## src/rtl/acc_cpu_pkg.sv

```systemverilog
package acc_cpu_pkg;

  typedef enum logic [2:0] {
    OP_HLT = 3'd0,
    OP_LDA = 3'd1,
    OP_STA = 3'd2,
    OP_ADD = 3'd3,
    OP_SUB = 3'd4,
    OP_BR  = 3'd5,
    OP_BRZ = 3'd6,
    OP_BRP = 3'd7
  } opcode_e;

  typedef enum logic [3:0] {
    ST_FADR, ST_FRD, ST_FIR, ST_DEC,
    ST_OADR, ST_ORD, ST_EXE,
    ST_SDAT, ST_SADR, ST_SWR,
    ST_INC, ST_BR, ST_HALT
  } phase_e;

  typedef enum logic [1:0] {
    ALU_PASS,
    ALU_ADD,
    ALU_SUB
  } aluop_e;

  typedef struct packed {
    logic   mar_from_pc;
    logic   mar_from_ir;
    logic   mdr_from_mem;
    logic   mdr_from_acc;
    logic   ir_load;
    logic   acc_load;
    logic   pc_inc;
    logic   pc_branch;
    logic   mem_we;
    aluop_e aluop;
  } ctl_s;

endpackage

```

## src/rtl/acc_cpu_mem.sv

```systemverilog
module acc_cpu_mem #(
  parameter int ADDR_W = 5,
  parameter int DATA_W = 8
) (
  input  logic              clk,
  input  logic              we,
  input  logic [ADDR_W-1:0] waddr,
  input  logic [DATA_W-1:0] wdata,
  input  logic [ADDR_W-1:0] raddr,
  output logic [DATA_W-1:0] rdata,
  input  logic [ADDR_W-1:0] peek_addr,
  output logic [DATA_W-1:0] peek_data
);
  localparam int DEPTH = 1 << ADDR_W;

  logic [DATA_W-1:0] store_q [DEPTH];

  always_ff @(posedge clk) begin
    if (we) store_q[waddr] <= wdata;
  end

  assign rdata     = store_q[raddr];
  assign peek_data = store_q[peek_addr];
endmodule

```

## src/rtl/acc_cpu_alu.sv

```systemverilog
module acc_cpu_alu
  import acc_cpu_pkg::*;
#(
  parameter int DATA_W = 8
) (
  input  aluop_e            aluop,
  input  opcode_e           op,
  input  logic [DATA_W-1:0] acc,
  input  logic [DATA_W-1:0] opnd,
  output logic [DATA_W-1:0] result,
  output logic              take
);
  logic acc_zero;
  logic acc_neg;

  assign acc_zero = (acc == '0);
  assign acc_neg  = acc[DATA_W-1];

  always_comb begin
    unique case (aluop)
      ALU_ADD: result = acc + opnd;
      ALU_SUB: result = acc - opnd;
      default: result = opnd;
    endcase
  end

  always_comb begin
    unique case (op)
      OP_BR:   take = 1'b1;
      OP_BRZ:  take = acc_zero;
      OP_BRP:  take = !acc_neg && !acc_zero;
      default: take = 1'b0;
    endcase
  end
endmodule

```

## src/rtl/acc_cpu_ctrl.sv

```systemverilog
module acc_cpu_ctrl
  import acc_cpu_pkg::*;
(
  input  logic    clk,
  input  logic    rst,
  input  opcode_e op,
  input  logic    take,
  output ctl_s    ctl,
  output phase_e  phase,
  output logic    halted
);
  phase_e state_q, state_d;

  always_ff @(posedge clk) begin
    if (rst) state_q <= ST_FADR;
    else     state_q <= state_d;
  end

  always_comb begin
    state_d = state_q;
    unique case (state_q)
      ST_FADR: state_d = ST_FRD;
      ST_FRD:  state_d = ST_FIR;
      ST_FIR:  state_d = ST_DEC;
      ST_DEC: begin
        unique case (op)
          OP_HLT:                 state_d = ST_HALT;
          OP_LDA, OP_ADD, OP_SUB: state_d = ST_OADR;
          OP_STA:                 state_d = ST_SDAT;
          default:                state_d = ST_BR;
        endcase
      end
      ST_OADR: state_d = ST_ORD;
      ST_ORD:  state_d = ST_EXE;
      ST_EXE:  state_d = ST_INC;
      ST_SDAT: state_d = ST_SADR;
      ST_SADR: state_d = ST_SWR;
      ST_SWR:  state_d = ST_INC;
      ST_INC:  state_d = ST_FADR;
      ST_BR:   state_d = ST_FADR;
      default: state_d = ST_HALT;
    endcase
  end

  always_comb begin
    ctl = '0;
    unique case (state_q)
      ST_FADR: ctl.mar_from_pc  = 1'b1;
      ST_FRD:  ctl.mdr_from_mem = 1'b1;
      ST_FIR:  ctl.ir_load      = 1'b1;
      ST_OADR: ctl.mar_from_ir  = 1'b1;
      ST_ORD:  ctl.mdr_from_mem = 1'b1;
      ST_EXE: begin
        ctl.acc_load = 1'b1;
        unique case (op)
          OP_ADD:  ctl.aluop = ALU_ADD;
          OP_SUB:  ctl.aluop = ALU_SUB;
          default: ctl.aluop = ALU_PASS;
        endcase
      end
      ST_SDAT: ctl.mdr_from_acc = 1'b1;
      ST_SADR: ctl.mar_from_ir  = 1'b1;
      ST_SWR:  ctl.mem_we       = 1'b1;
      ST_INC:  ctl.pc_inc       = 1'b1;
      ST_BR: begin
        ctl.pc_branch = take;
        ctl.pc_inc    = !take;
      end
      default: ;
    endcase
  end

  assign phase  = state_q;
  assign halted = (state_q == ST_HALT);

  // fetch order is fixed, each fetch step leads to the next one
  a_r4_fetch_order: assert property (@(posedge clk) disable iff (rst)
    (state_q == ST_FADR) |=> (state_q == ST_FRD));
endmodule

```

## src/rtl/acc_cpu_dpath.sv

```systemverilog
module acc_cpu_dpath
  import acc_cpu_pkg::*;
#(
  parameter int ADDR_W = 5,
  parameter int DATA_W = 8
) (
  input  logic              clk,
  input  logic              rst,
  input  logic [ADDR_W-1:0] start_addr,
  input  ctl_s              ctl,
  input  logic [DATA_W-1:0] mem_rdata,
  input  logic [DATA_W-1:0] alu_res,
  output logic [ADDR_W-1:0] pc,
  output logic [DATA_W-1:0] ir,
  output logic [ADDR_W-1:0] mar,
  output logic [DATA_W-1:0] mdr,
  output logic [DATA_W-1:0] acc
);
  logic [ADDR_W-1:0] ir_addr;
  assign ir_addr = ir[ADDR_W-1:0];

  always_ff @(posedge clk) begin
    if (rst) begin
      pc  <= start_addr;
      ir  <= '0;
      mar <= '0;
      mdr <= '0;
      acc <= '0;
    end else begin
      if (ctl.pc_branch)        pc  <= ir_addr;
      else if (ctl.pc_inc)      pc  <= pc + 1'b1;
      if (ctl.ir_load)          ir  <= mdr;
      if (ctl.mar_from_pc)      mar <= pc;
      else if (ctl.mar_from_ir) mar <= ir_addr;
      if (ctl.mdr_from_mem)     mdr <= mem_rdata;
      else if (ctl.mdr_from_acc) mdr <= acc;
      if (ctl.acc_load)         acc <= alu_res;
    end
  end

  // a load step leaves the accumulator equal to the byte in MDR
  a_r5_load_copies: assert property (@(posedge clk) disable iff (rst)
    (ctl.acc_load && ctl.aluop == ALU_PASS) |=> (acc == $past(mdr)));
endmodule

```

## src/rtl/acc_cpu.sv

```systemverilog
module acc_cpu
  import acc_cpu_pkg::*;
#(
  parameter int ADDR_W = 5,
  parameter int DATA_W = 8
) (
  input  logic              clk,
  input  logic              rst,
  input  logic [ADDR_W-1:0] start_addr,
  input  logic              pl_valid,
  output logic              pl_ready,
  input  logic [ADDR_W-1:0] pl_addr,
  input  logic [DATA_W-1:0] pl_data,
  input  logic [ADDR_W-1:0] peek_addr,
  output logic [DATA_W-1:0] peek_data,
  output logic              halted,
  output logic [ADDR_W-1:0] pc_o,
  output logic [DATA_W-1:0] acc_o
);
  localparam int OP_W = DATA_W - ADDR_W;

  ctl_s              ctl;
  phase_e            phase;
  logic [DATA_W-1:0] ir, mdr, acc, alu_res, mem_rdata;
  logic [ADDR_W-1:0] pc, mar;
  logic              take;
  opcode_e           op;
  logic              pl_fire;
  logic              mem_we;
  logic [ADDR_W-1:0] mem_waddr;
  logic [DATA_W-1:0] mem_wdata;

  assign op       = opcode_e'(ir[DATA_W-1 -: OP_W]);
  assign pl_ready = rst || halted;
  assign pl_fire  = pl_valid && pl_ready;

  assign mem_we    = ctl.mem_we || pl_fire;
  assign mem_waddr = pl_fire ? pl_addr : mar;
  assign mem_wdata = pl_fire ? pl_data : mdr;

  acc_cpu_mem #(.ADDR_W(ADDR_W), .DATA_W(DATA_W)) u_mem (
    .clk       (clk),
    .we        (mem_we),
    .waddr     (mem_waddr),
    .wdata     (mem_wdata),
    .raddr     (mar),
    .rdata     (mem_rdata),
    .peek_addr (peek_addr),
    .peek_data (peek_data)
  );

  acc_cpu_ctrl u_ctrl (
    .clk    (clk),
    .rst    (rst),
    .op     (op),
    .take   (take),
    .ctl    (ctl),
    .phase  (phase),
    .halted (halted)
  );

  acc_cpu_alu #(.DATA_W(DATA_W)) u_alu (
    .aluop  (ctl.aluop),
    .op     (op),
    .acc    (acc),
    .opnd   (mdr),
    .result (alu_res),
    .take   (take)
  );

  acc_cpu_dpath #(.ADDR_W(ADDR_W), .DATA_W(DATA_W)) u_dpath (
    .clk        (clk),
    .rst        (rst),
    .start_addr (start_addr),
    .ctl        (ctl),
    .mem_rdata  (mem_rdata),
    .alu_res    (alu_res),
    .pc         (pc),
    .ir         (ir),
    .mar        (mar),
    .mdr        (mdr),
    .acc        (acc)
  );

  assign pc_o  = pc;
  assign acc_o = acc;

  // reset loads the start address and clears state
  a_r1_reset_state: assert property (@(posedge clk)
    rst |=> (pc_o == $past(start_addr) && !halted && acc_o == '0));

  // PC only moves on the last step of an instruction
  a_r4_pc_holds_mid_instr: assert property (@(posedge clk) disable iff (rst)
    (phase != ST_INC && phase != ST_BR) |=> $stable(pc_o));

  // increment from the top address wraps to zero
  a_r10_pc_wraps: assert property (@(posedge clk) disable iff (rst)
    (phase == ST_INC && pc_o == '1) |=> (pc_o == '0));

  // the store sequence never touches the accumulator
  a_r8_store_keeps_acc: assert property (@(posedge clk) disable iff (rst)
    (phase == ST_SDAT || phase == ST_SADR || phase == ST_SWR) |=> $stable(acc_o));

  // once halted, PC and accumulator freeze
  a_r11_halt_freezes: assert property (@(posedge clk) disable iff (rst)
    halted |=> (halted && $stable(pc_o) && $stable(acc_o)));

  // the core never writes memory in a cycle a preload is accepted
  a_r2_single_writer: assert property (@(posedge clk) disable iff (rst)
    ctl.mem_we |-> !pl_fire);
endmodule

```

## config.mk

```make
export PLATFORM = sky130hd
export DESIGN_NAME = acc_cpu
export DESIGN_NICKNAME = d
export VERILOG_FILES = /design/src/rtl/acc_cpu_pkg.sv /design/src/rtl/acc_cpu_mem.sv /design/src/rtl/acc_cpu_alu.sv /design/src/rtl/acc_cpu_ctrl.sv /design/src/rtl/acc_cpu_dpath.sv /design/src/rtl/acc_cpu.sv
export SDC_FILE = /design/constraint.sdc
export NUM_CORES = 1
export LEC_CHECK = 0
export ABC_AREA = 1
export BUFFER_PORTS_ARGS = -buffer_cell sky130_fd_sc_hd__buf_4
export CAP_MARGIN = 20
export CORE_ASPECT_RATIO = 1.5
export CORE_MARGIN = 3
export CORE_UTILIZATION = 44
export DETAILED_ROUTE_END_ITERATION = 6
export HOLD_SLACK_MARGIN = 0.08
export PLACE_DENSITY_LB_ADDON = 0.08
export RECOVER_POWER = 100
export SYNTH_ARGS = -nofsm -noshare
export SYNTH_HDL_FRONTEND = slang
export SYNTH_HIERARCHICAL = 1
export SYNTH_SLANG_ARGS = --single-unit
```

## constraint.sdc

```tcl
create_clock -name clk -period 6.9 [get_ports clk]
set_clock_uncertainty 0.1 [all_clocks]
set_input_delay 1.035 -clock clk [delete_from_list [all_inputs] [get_ports clk]]
set_output_delay 1.035 -clock clk [all_outputs]
set_load 0.05 [all_outputs]
```

==> results_dict.tcl, run 1 <==
set metrics [dict create \
    cts_resized 0 \
    yosysWarningCount 6 \
    ys_ff_latch 294 \
    hold_viol 0 \
    num_antenna_cells 0 \
    clock_latency_ns 0.57 \
    grt_max_degree 85 \
    cpPeakStageDelay_ns 2.79 \
    synthMuxAreaShare_pct 0 \
    synthAdderAreaFrac_pct 0.9049 \
    port-buffer-count 48 \
    synth_top_family_by_area "simple AND/OR/NAND/NOR gates" \
    cp-start-kind "register" \
    die_h_um 239.8 \
    yosysTopAreaCell "edfxtp_1" \
    pwr-share-comb_pct 36.5 \
    rsz0062_at_grt "no" \
    fin_setup_tns_ns 0 \
    hold_slack_ns 0.4277 \
    crit_slowest_cell "clkbuf_1" \
    drc 0 \
    crit_chain "clkbuf_1 > buf_4 > nand2_1 > nand3_1 > nand3_1 > nand2_1 > nand2_1 > nand2_1 > nand2_1 > nand2_1 > nand2_1 > nand3_1 > nand2_1 > inv_1" \
    pwr-share-seq_pct 35.7 \
    mappedNetlistNets 1997 \
    timing.fmax_mhz 182.3 \
    critPathMaxFanout 79 \
    cts_setup_buffers 0 \
    drv_slew 311 \
    synth-xor-area-share_pct 0.3822 \
    dieArea_um2 38830 \
    synth_compound_area_share_pct 2.036 \
    grt_pass1_vias 12940 \
    synthCells 1960 \
    crit_top_cell "nand2_1" \
    clkTransAtPathRegs_ns 0.07 \
    synthTopCellsByCount "nand2_1, nand3_1, edfxtp_1" \
    cts_buffers 29 \
    synth_edf_count 261 \
    drv_cap 8 \
    power.density_nw_per_um2 370.7 \
    sw_frac_of_total_pct 39.17 \
    required_ns 7.31 \
    routedWlPerCell_um 20.10 \
    cts_tree "yes" \
    synthSimpleGateAreaFrac_pct 36.54 \
    synth_most_common_cell "nand2_1" \
    core_um2 35950 \
    drt_iter0_drc 1119 \
    synth-seq-area-share_pct 52.98 \
    cts.sinks 294 \
    drive_above_1_share_pct 5.279 \
    avgViaCountPerCell 5.527 \
    yosysUniqueCellTypes 29 \
    utilization_pct 47.94 \
    syn_area_um2 16040 \
    start_util_pct 44.62 \
    wirelength_mm 49.20 \
    die_w_um 161.9 \
    holdCritPathClass "register to register" \
    fin_area_um2 17230 \
    internal_power_uw 3886 \
    synth.top_cell.area_share_pct 48.86 \
    grt.overflow.total 0 \
    post-route-period-util_pct 79.49 \
    synth.area.top_cells "edfxtp_1, nand2_1, nand3_1, dfxtp_1, buf_6" \
    slew_headroom_pct -161.3 \
    io_pins 49 \
    drtPass1Iterations 6 \
    tightestPinTransition_ns 3.919 \
    grt_usage_pct 25.10 \
    status "finished, violations left" \
    area_growth_pct 7.442 \
    ant_nets 0 \
    final-setup-viol-count 0 \
    fin_nets 1985 \
    ys.flop_type "edfxtp_1" \
    rows 85 \
    gp_congestion 0.8893 \
    violations "capacitance limit, slew limit" \
    syn_area_per_cell_um2 8.183 \
    htree_levels 1 \
    p_leak_uw 0.007177 \
    pwr-share-clk_pct 27.9 \
    clockBufferDepth 3 \
    fillers 3565 \
    vias 13530 \
    fin_crit_ns 5.485 \
    synthArstFlopShare_pct 0 \
    grt_pass1_wl_mm 75.22 \
    arrival_ns 5.90 \
    critPathKind "register to register" \
    clockRootBuffer "clkbuf_16" \
    peakVddDrop_uv 256.9 \
    p_switching_uw 2502 \
    antenna_found_initial 0 \
    post_dp_cell_area_um2 16310 \
    crit_path_end_kind "register" \
    hold_buffers 0 \
    place_hpwl_mm 30.75 \
]
## placed cells by master, fill, tap and decap left out, drive strengths merged
cell      count
a21oi        25
buf          42
bufinv        8
clkbuf       57
clkinv       10
clkinvlp      5
dfxtp        33
edfxtp      261
fa            1
ha           10
inv          75
nand2       846
nand3       435
nand4         5
nor2        105
nor3          3
nor3b         1
nor4          1
o21ai        38
or2           2
xnor2         3
xor2          4
## flip-flops by register name, summed over array words and instances, names as in the netlist
| name | cells |
|---|---|
| u_dpath/mdr | 8 |
| u_mem/store_q | 256 |
| u_dpath/mar | 5 |
| u_dpath/ir | 8 |
| u_dpath/pc | 5 |
| u_ctrl/phase | 4 |
| u_dpath/acc | 8 |
## power by group through the flow
stage | Combinational [uW] | Clock, uW | Sequential, uW
floorplan | 1740 | 0 | 2270
global placement | 2300 | 0 | 2310
detailed placement | 2330 | 0 | 2310
CTS | 2340 | 1810 | 2270
global route | 2610 | 1880 | 2290
finish | 2330 | 1780 | 2280
## final cells by class
| class | instances | area [um2] | share of cell area (%) |
|---|---|---|---|
| clock buffer | 29 | 725.7 | 4.211 |
| clock inverter | 24 | 339.1 | 1.968 |
| inverter | 74 | 282.8 | 1.641 |
| multi-input combinational | 1479 | 6367 | 36.95 |
| sequential | 294 | 8499 | 49.32 |
| tap | 478 | 598.1 | 3.471 |
| timing repair buffer | 70 | 420.4 | 2.440 |
## cells by family after synthesis
| family | Yosys count |
|---|---|
| adders and majority gates | 11 |
| xor gates and xnor gates | 7 |
| and+or+nand+nor | 1398 |
| AOI/OAI and AO/OA | 63 |
| DFF | 294 |
| buffers and inverters | 187 |
## per-layer routing
layer | global-route usage (%) | vias up | share of wire, %
li1 | - | 6499 | -
met1 | 32.68 | 6363 | 41
met2 | 43.77 | 556 | 50
met3 | 2.301 | 112 | 6.3
met4 | 8.976 | 0 | 3.3
met5 | 0 | - | 0
## final timing paths
kind	depth (start not counted)	start	slack (ns)	endpoint
worst min register to register	2	u_ctrl/phase[2]$_SDFF_PP0_	0.43	u_ctrl/phase[2]$_SDFF_PP0_
worst max register to register	14	u_dpath/mar[0]$_SDFFE_PP0P_	1.41	u_dpath/mdr[4]$_SDFFE_PP0P_
worst min-delay path	2	u_ctrl/phase[2]$_SDFF_PP0_	0.43	u_ctrl/phase[2]$_SDFF_PP0_
worst max-delay path	14	u_dpath/mar[0]$_SDFFE_PP0P_	1.41	u_dpath/mdr[4]$_SDFFE_PP0P_
## metrics by stage
stage                     instances  setup WS (ns)  power, uW
after detailed placement       2395          2.228       4643
after global routing           2448          1.040       6786
after global placement         2394          2.263       4613
after floorplan                1960          3.655       4017
final                          2448          1.415       6388
after CTS                      2448          2.222       6419
## critical path: cells and delay by family, from the launching register on
family / cells / cell delay, ns
buffers and inverters: 3 / 3.73
AND/OR/NAND/NOR: 11 / 1.10
flip-flops: 1 / 0.47
Power figures use the tool's default switching activity.
==> run 2: changes to the inputs <==
- clock period: 6.9 -> 5.4 ns (I/O delays scaled with it)
==> run 2 against run 1 <==
Net effect: critical path depth decreased by 3; global-route usage increased by 1.1 points; largest cell class unchanged; the run still ends with capacitance limit, slew limit left; largest power group is now sequential cells; combinational power increased by 25%.
==> results_dict.tcl, run 2 (synthesized netlist as in run 1, its figures left out) <==
set metrics [dict create \
    start_util_pct 44.62 \
    cts_tree "yes" \
    crit_path_end_kind "primary output" \
    critPathKind "primary input to primary output" \
    cts_resized 0 \
    port-buffer-count 48 \
    power_uw 8067 \
    rows 85 \
    fillers 3619 \
    avgViaCountPerCell 5.572 \
    place_hpwl_mm 32.10 \
    peakVddDrop_uv 311.5 \
    violations "capacitance limit, slew limit" \
    fin_nets 1989 \
    tightestPinTransition_ns 1.749 \
    largest_register "u_mem/store_q" \
    fin_crit_ns 4.352 \
    critPathMaxFanout 37 \
    htree_levels 1 \
    post-route-period-util_pct 80.59 \
    rsz0062_at_grt "no" \
    grt_pass1_wl_mm 78.25 \
    grt_usage_pct 26.20 \
    final-setup-viol-count 0 \
    num_antenna_cells 0 \
    slew_headroom_pct -16.63 \
    clockRootBuffer "clkbuf_16" \
    drv_slew 283 \
    utilization_pct 47.89 \
    io_pins 49 \
    layout_common_cells "nand2_1, nand3_1, edfxtp_1" \
    largest_reg_flops 256 \
    drc 0 \
    p_switching_uw 3250 \
    clock_latency_ns 0.58 \
    required_ns 4.49 \
    cp-start-kind "primary input" \
    fin_setup_tns_ns 0 \
    hold_buffers 0 \
    cts_setup_buffers 0 \
    drive_above_1_share_pct 5.367 \
    timing.fmax_mhz 229.8 \
    arrival_ns 3.44 \
    cts.sinks 294 \
    clockBufferDepth 3 \
    holdCritPathClass "primary input to register" \
    grt.overflow.total 0 \
    core_um2 35950 \
    pwr-share-clk_pct 26.7 \
    dieArea_um2 38830 \
    grt_pass1_vias 12950 \
    gp_congestion 0.8721 \
    antenna_found_initial 0 \
    stdcell_count 2453 \
    hold_viol 0 \
    clkTransAtPathRegs_ns 0.06 \
    final_common_cell "nand2_1" \
    ant_nets 0 \
    power.density_nw_per_um2 468.6 \
    pwr-share-seq_pct 37.3 \
    drv_cap 9 \
    drtPass1Iterations 7 \
    drt_iter0_drc 1463 \
    dpl.cell_count 2398 \
    die_w_um 161.9 \
    cts_buffers 29 \
    internal_power_uw 4817 \
    status "finished, violations left" \
    p_leak_uw 0.007183 \
    area_growth_pct 7.333 \
    die_h_um 239.8 \
    sw_frac_of_total_pct 40.28 \
    wirelength_mm 51.13 \
    routedWlPerCell_um 20.84 \
    grt_max_degree 129 \
    pwr-share-comb_pct 36.0 \
    vias 13670 \
]
-- run 2: changes by cell type in the layout (fill, tap and decap cells not counted), sizes merged --
cell and change:
inv -2, clkinvlp -4, bufinv -4, clkinv +3, buf +3, clkbuf +9
-- run 2: critical path, cell delays in order --
cell and delay (ns):
buf_4 0.11, inv_1 1.14, buf_4 0.40, nand3_1 0.10, nand3_1 0.10, nand2_1 0.07, nand2_1 0.09, nand2_1 0.12
nand2_1 0.09, nand2_1 0.08, clkbuf_1 0.31
-- run 2: final timing paths --
check | slack [ns] | cells past startpoint | from | endpoint
max reg2reg | 1.41 | 8 | u_ctrl/phase[1]$_SDFF_PP0_ | u_mem/store_q[18][0]$_DFFE_PP_
min reg2reg | 0.43 | 2 | u_ctrl/phase[2]$_SDFF_PP0_ | u_ctrl/phase[2]$_SDFF_PP0_
max | 1.05 | 11 | peek_addr[1] | peek_data[4]
min | 0.40 | 3 | start_addr[4] | u_dpath/pc[4]$_DFFE_PP_
-- run 2: per-stage QoR --
step	worst slack (ns)	area, um2	hold slack (ns)
6_report	1.048	17220	0.3992
5_1_grt	0.8688	17220	0.4187
4_1_cts	1.670	17390	0.3806
3_5_place_dp	1.674	16400	0.4134
3_3_place_gp	1.726	16330	0.4115
2_1_floorplan	2.401	16040	0.3738
-- run 2: power groups by stage --
| stage | logic (uW) | clock network, uW | registers, uW |
|---|---|---|---|
| CTS | 2940 | 2180 | 3000 |
| global route | 3250 | 2270 | 3040 |
| detailed placement | 2930 | 0 | 3050 |
| finish | 2910 | 2150 | 3010 |
| floorplan | 2230 | 0 | 2900 |
| global placement | 2870 | 0 | 3050 |
-- run 2: area by class of cell --
cell class	instances	area, um2	share of cell area (%)
well taps	478	598.1	3.474
clock buffers	37	795.8	4.622
repair buffers	74	471.7	2.740
multi-input cells	1479	6366	36.98
clock inverters	17	197.7	1.148
inverters	74	284.0	1.650
flip-flops and latches	294	8502	49.39
-- run 2: routing by layer --
| metal | share of wire [%] | GRT usage (%) |
|---|---|---|
| met1 | 40 | 34.35 |
| met2 | 50 | 45.90 |
| met3 | 7.0 | 2.543 |
| met4 | 2.9 | 8.200 |
| met5 | 0 | 0 |
==> run 3: changes to the inputs <==
- ABC_AREA: 1 -> 0
- clock period: 5.4 -> 4.4 ns (I/O delays scaled with it)
==> run 3 against run 2 <==
Net effect: the flow still finishes with violations (capacitance limit, slew limit); largest cell class unchanged; total power down 11%; via count down 41%; sequential power up 8.3%; combinational power down 60%; first-iteration DRC count down 55%; worst setup slack worse by 0.76 ns.
==> results_dict.tcl, run 3 <==
set metrics [dict create \
    yosysTopAreaCell "edfxtp_1" \
    post-route-period-util_pct 93.35 \
    hold_viol 0 \
    largest_reg_flops 256 \
    violations "capacitance limit, slew limit" \
    avgViaCountPerCell 6.210 \
    fin_ws_ns 0.2927 \
    drive_above_1_share_pct 33.41 \
    synthCells 796 \
    die_h_um 228.6 \
    area_growth_pct 12.61 \
    stdcell_count 1302 \
    dieArea_um2 35280 \
    cts_resized 0 \
    final_common_cell "edfxtp_1" \
    start_util_pct 45.08 \
    clkTransAtPathRegs_ns 0.07 \
    crit_path_end_kind "primary output" \
    required_ns 3.64 \
    hold_slack_ns 0.2753 \
    place_hpwl_mm 25.71 \
    cts.sinks 294 \
    cp-start-kind "primary input" \
    clockBufferDepth 3 \
    vias 8085 \
    num_antenna_cells 0 \
    synthArstFlopShare_pct 0 \
    grt_pass1_vias 8679 \
    cts_tree "yes" \
    p_leak_uw 0.005211 \
    ys_ff_latch 294 \
    synth-seq-area-share_pct 58.49 \
    rows 80 \
    wirelength_mm 36.76 \
    power.density_nw_per_um2 437.8 \
    grt_pass1_wl_mm 56.06 \
    drv_cap 1 \
    slew_headroom_pct -28.34 \
    arrival_ns 3.35 \
    cts_buffers 30 \
    synth.top_cell.area_share_pct 53.94 \
    mappedNetlistNets 833 \
    synth_edf_count 261 \
    status "finished, violations left" \
    synth_most_common_cell "edfxtp_1" \
    synth.area.top_cells "edfxtp_1, mux4_2, dfxtp_1, mux2i_1, mux2_2" \
    htree_levels 1 \
    tightestPinTransition_ns 1.923 \
    critPathMaxFanout 22 \
    io_pins 49 \
    dpl.cell_count 1246 \
    clock_latency_ns 0.56 \
    die_w_um 154.4 \
    fin_nets 905 \
    fin_setup_tns_ns 0 \
    layout_common_cells "edfxtp_1, mux4_2, nor2_1" \
    syn_area_per_cell_um2 18.25 \
    critPathKind "primary input to primary output" \
    port-buffer-count 48 \
    timing.fmax_mhz 243.5 \
    final-setup-viol-count 0 \
    gp_congestion 0.8035 \
    grt_usage_pct 20.99 \
    antenna_found_initial 0 \
    drv_slew 27 \
    yosysWarningCount 6 \
    drtPass1Iterations 4 \
    synthTopCellsByCount "edfxtp_1, mux4_2, nor2_1" \
    place_ws_ns 0.5093 \
    rsz0062_at_grt "no" \
    ys.flop_type "edfxtp_1" \
    cts_setup_buffers 0 \
    ant_nets 0 \
    largest_register "u_mem/store_q" \
    drt_iter0_drc 655 \
    syn_area_um2 14530 \
    hold_buffers 0 \
    grt_max_degree 46 \
    grt.overflow.total 0 \
    fin_crit_ns 4.107 \
    peakVddDrop_uv 297.2 \
    holdCritPathClass "primary input to register" \
    yosysUniqueCellTypes 56 \
    core_um2 32230 \
    routedWlPerCell_um 28.23 \
    drc 0 \
    clockRootBuffer "clkbuf_16" \
]
-- run 3: layer usage --
layer | GRT usage (%) | up-vias | wire length (um) | part of all wire, %
li1 | - | 3448 | - | -
met1 | 25.13 | 4326 | 13360 | 36
met2 | 39.37 | 260 | 20770 | 57
met3 | 2.974 | 51 | 1830 | 5.0
met4 | 5.468 | 0 | 796 | 2.2
met5 | 0 | - | 0 | 0
-- run 3: where the power goes --
part	total [uW]	switching, uW	internal (uW)
sequential	3260	97.2	3170
clock	2740	1100	1640
combinational	1160	620	543
total	7160	1810	5350
-- run 3: cell type report --
cell class | instances | area [um2]
clock buffer | 36 | 825.8
clock inverter | 20 | 252.7
fill | 2640 | 15870
inverter | 11 | 41.29
multi-input combinational | 435 | 5652
sequential | 294 | 8499
tap | 410 | 513.0
timing repair buffer | 96 | 578.1
-- run 3: path summary, 6_finish.rpt --
check / slack, ns / depth (start not counted) / endpoint / from
worst max register to register: 0.44 / 6 / u_dpath/mdr[0]$_SDFFE_PP0P_ / u_dpath/mar[1]$_SDFFE_PP0P_
worst min-delay path: 0.28 / 3 / u_dpath/pc[3]$_DFFE_PP_ / start_addr[3]
worst max-delay path: 0.29 / 6 / peek_data[1] / peek_addr[0]
worst min register to register: 0.45 / 2 / u_dpath/ir[0]$_SDFFE_PP0P_ / u_dpath/ir[0]$_SDFFE_PP0P_
-- run 3: cells by family (layout without fill, tap and decap cells) --
kind of cell | Yosys count | in the layout | synth area share (%)
adder cells (fa/ha/maj) | 12 | 12 | 1.068
multiplexers | 236 | 236 | 30.84
XOR/XNOR | 15 | 15 | 0.9041
buffers and inverters | 67 | 163 | 2.437
AND/OR/NAND/NOR | 131 | 131 | 4.417
flip-flops | 294 | 294 | 58.49
AO/OA/AOI/OAI | 41 | 41 | 1.851
-- run 3: worst max-delay path, stage by stage --
cell and delay [ns]:
clkbuf_2 0.72, clkbuf_2 0.36, mux4_2 0.55, mux4_2 0.51, mux2_2 0.33, buf_4 0.20
-- run 3: through the flow --
stage	utilization [%]	instance area (um2)	power, uW
2_1_floorplan	-	14530	4172
3_3_place_gp	48.11	15500	4471
3_5_place_dp	48.13	15510	4508
4_1_cts	51.48	16590	7270
5_1_grt	50.76	16360	7450
6_report	50.76	16360	7163
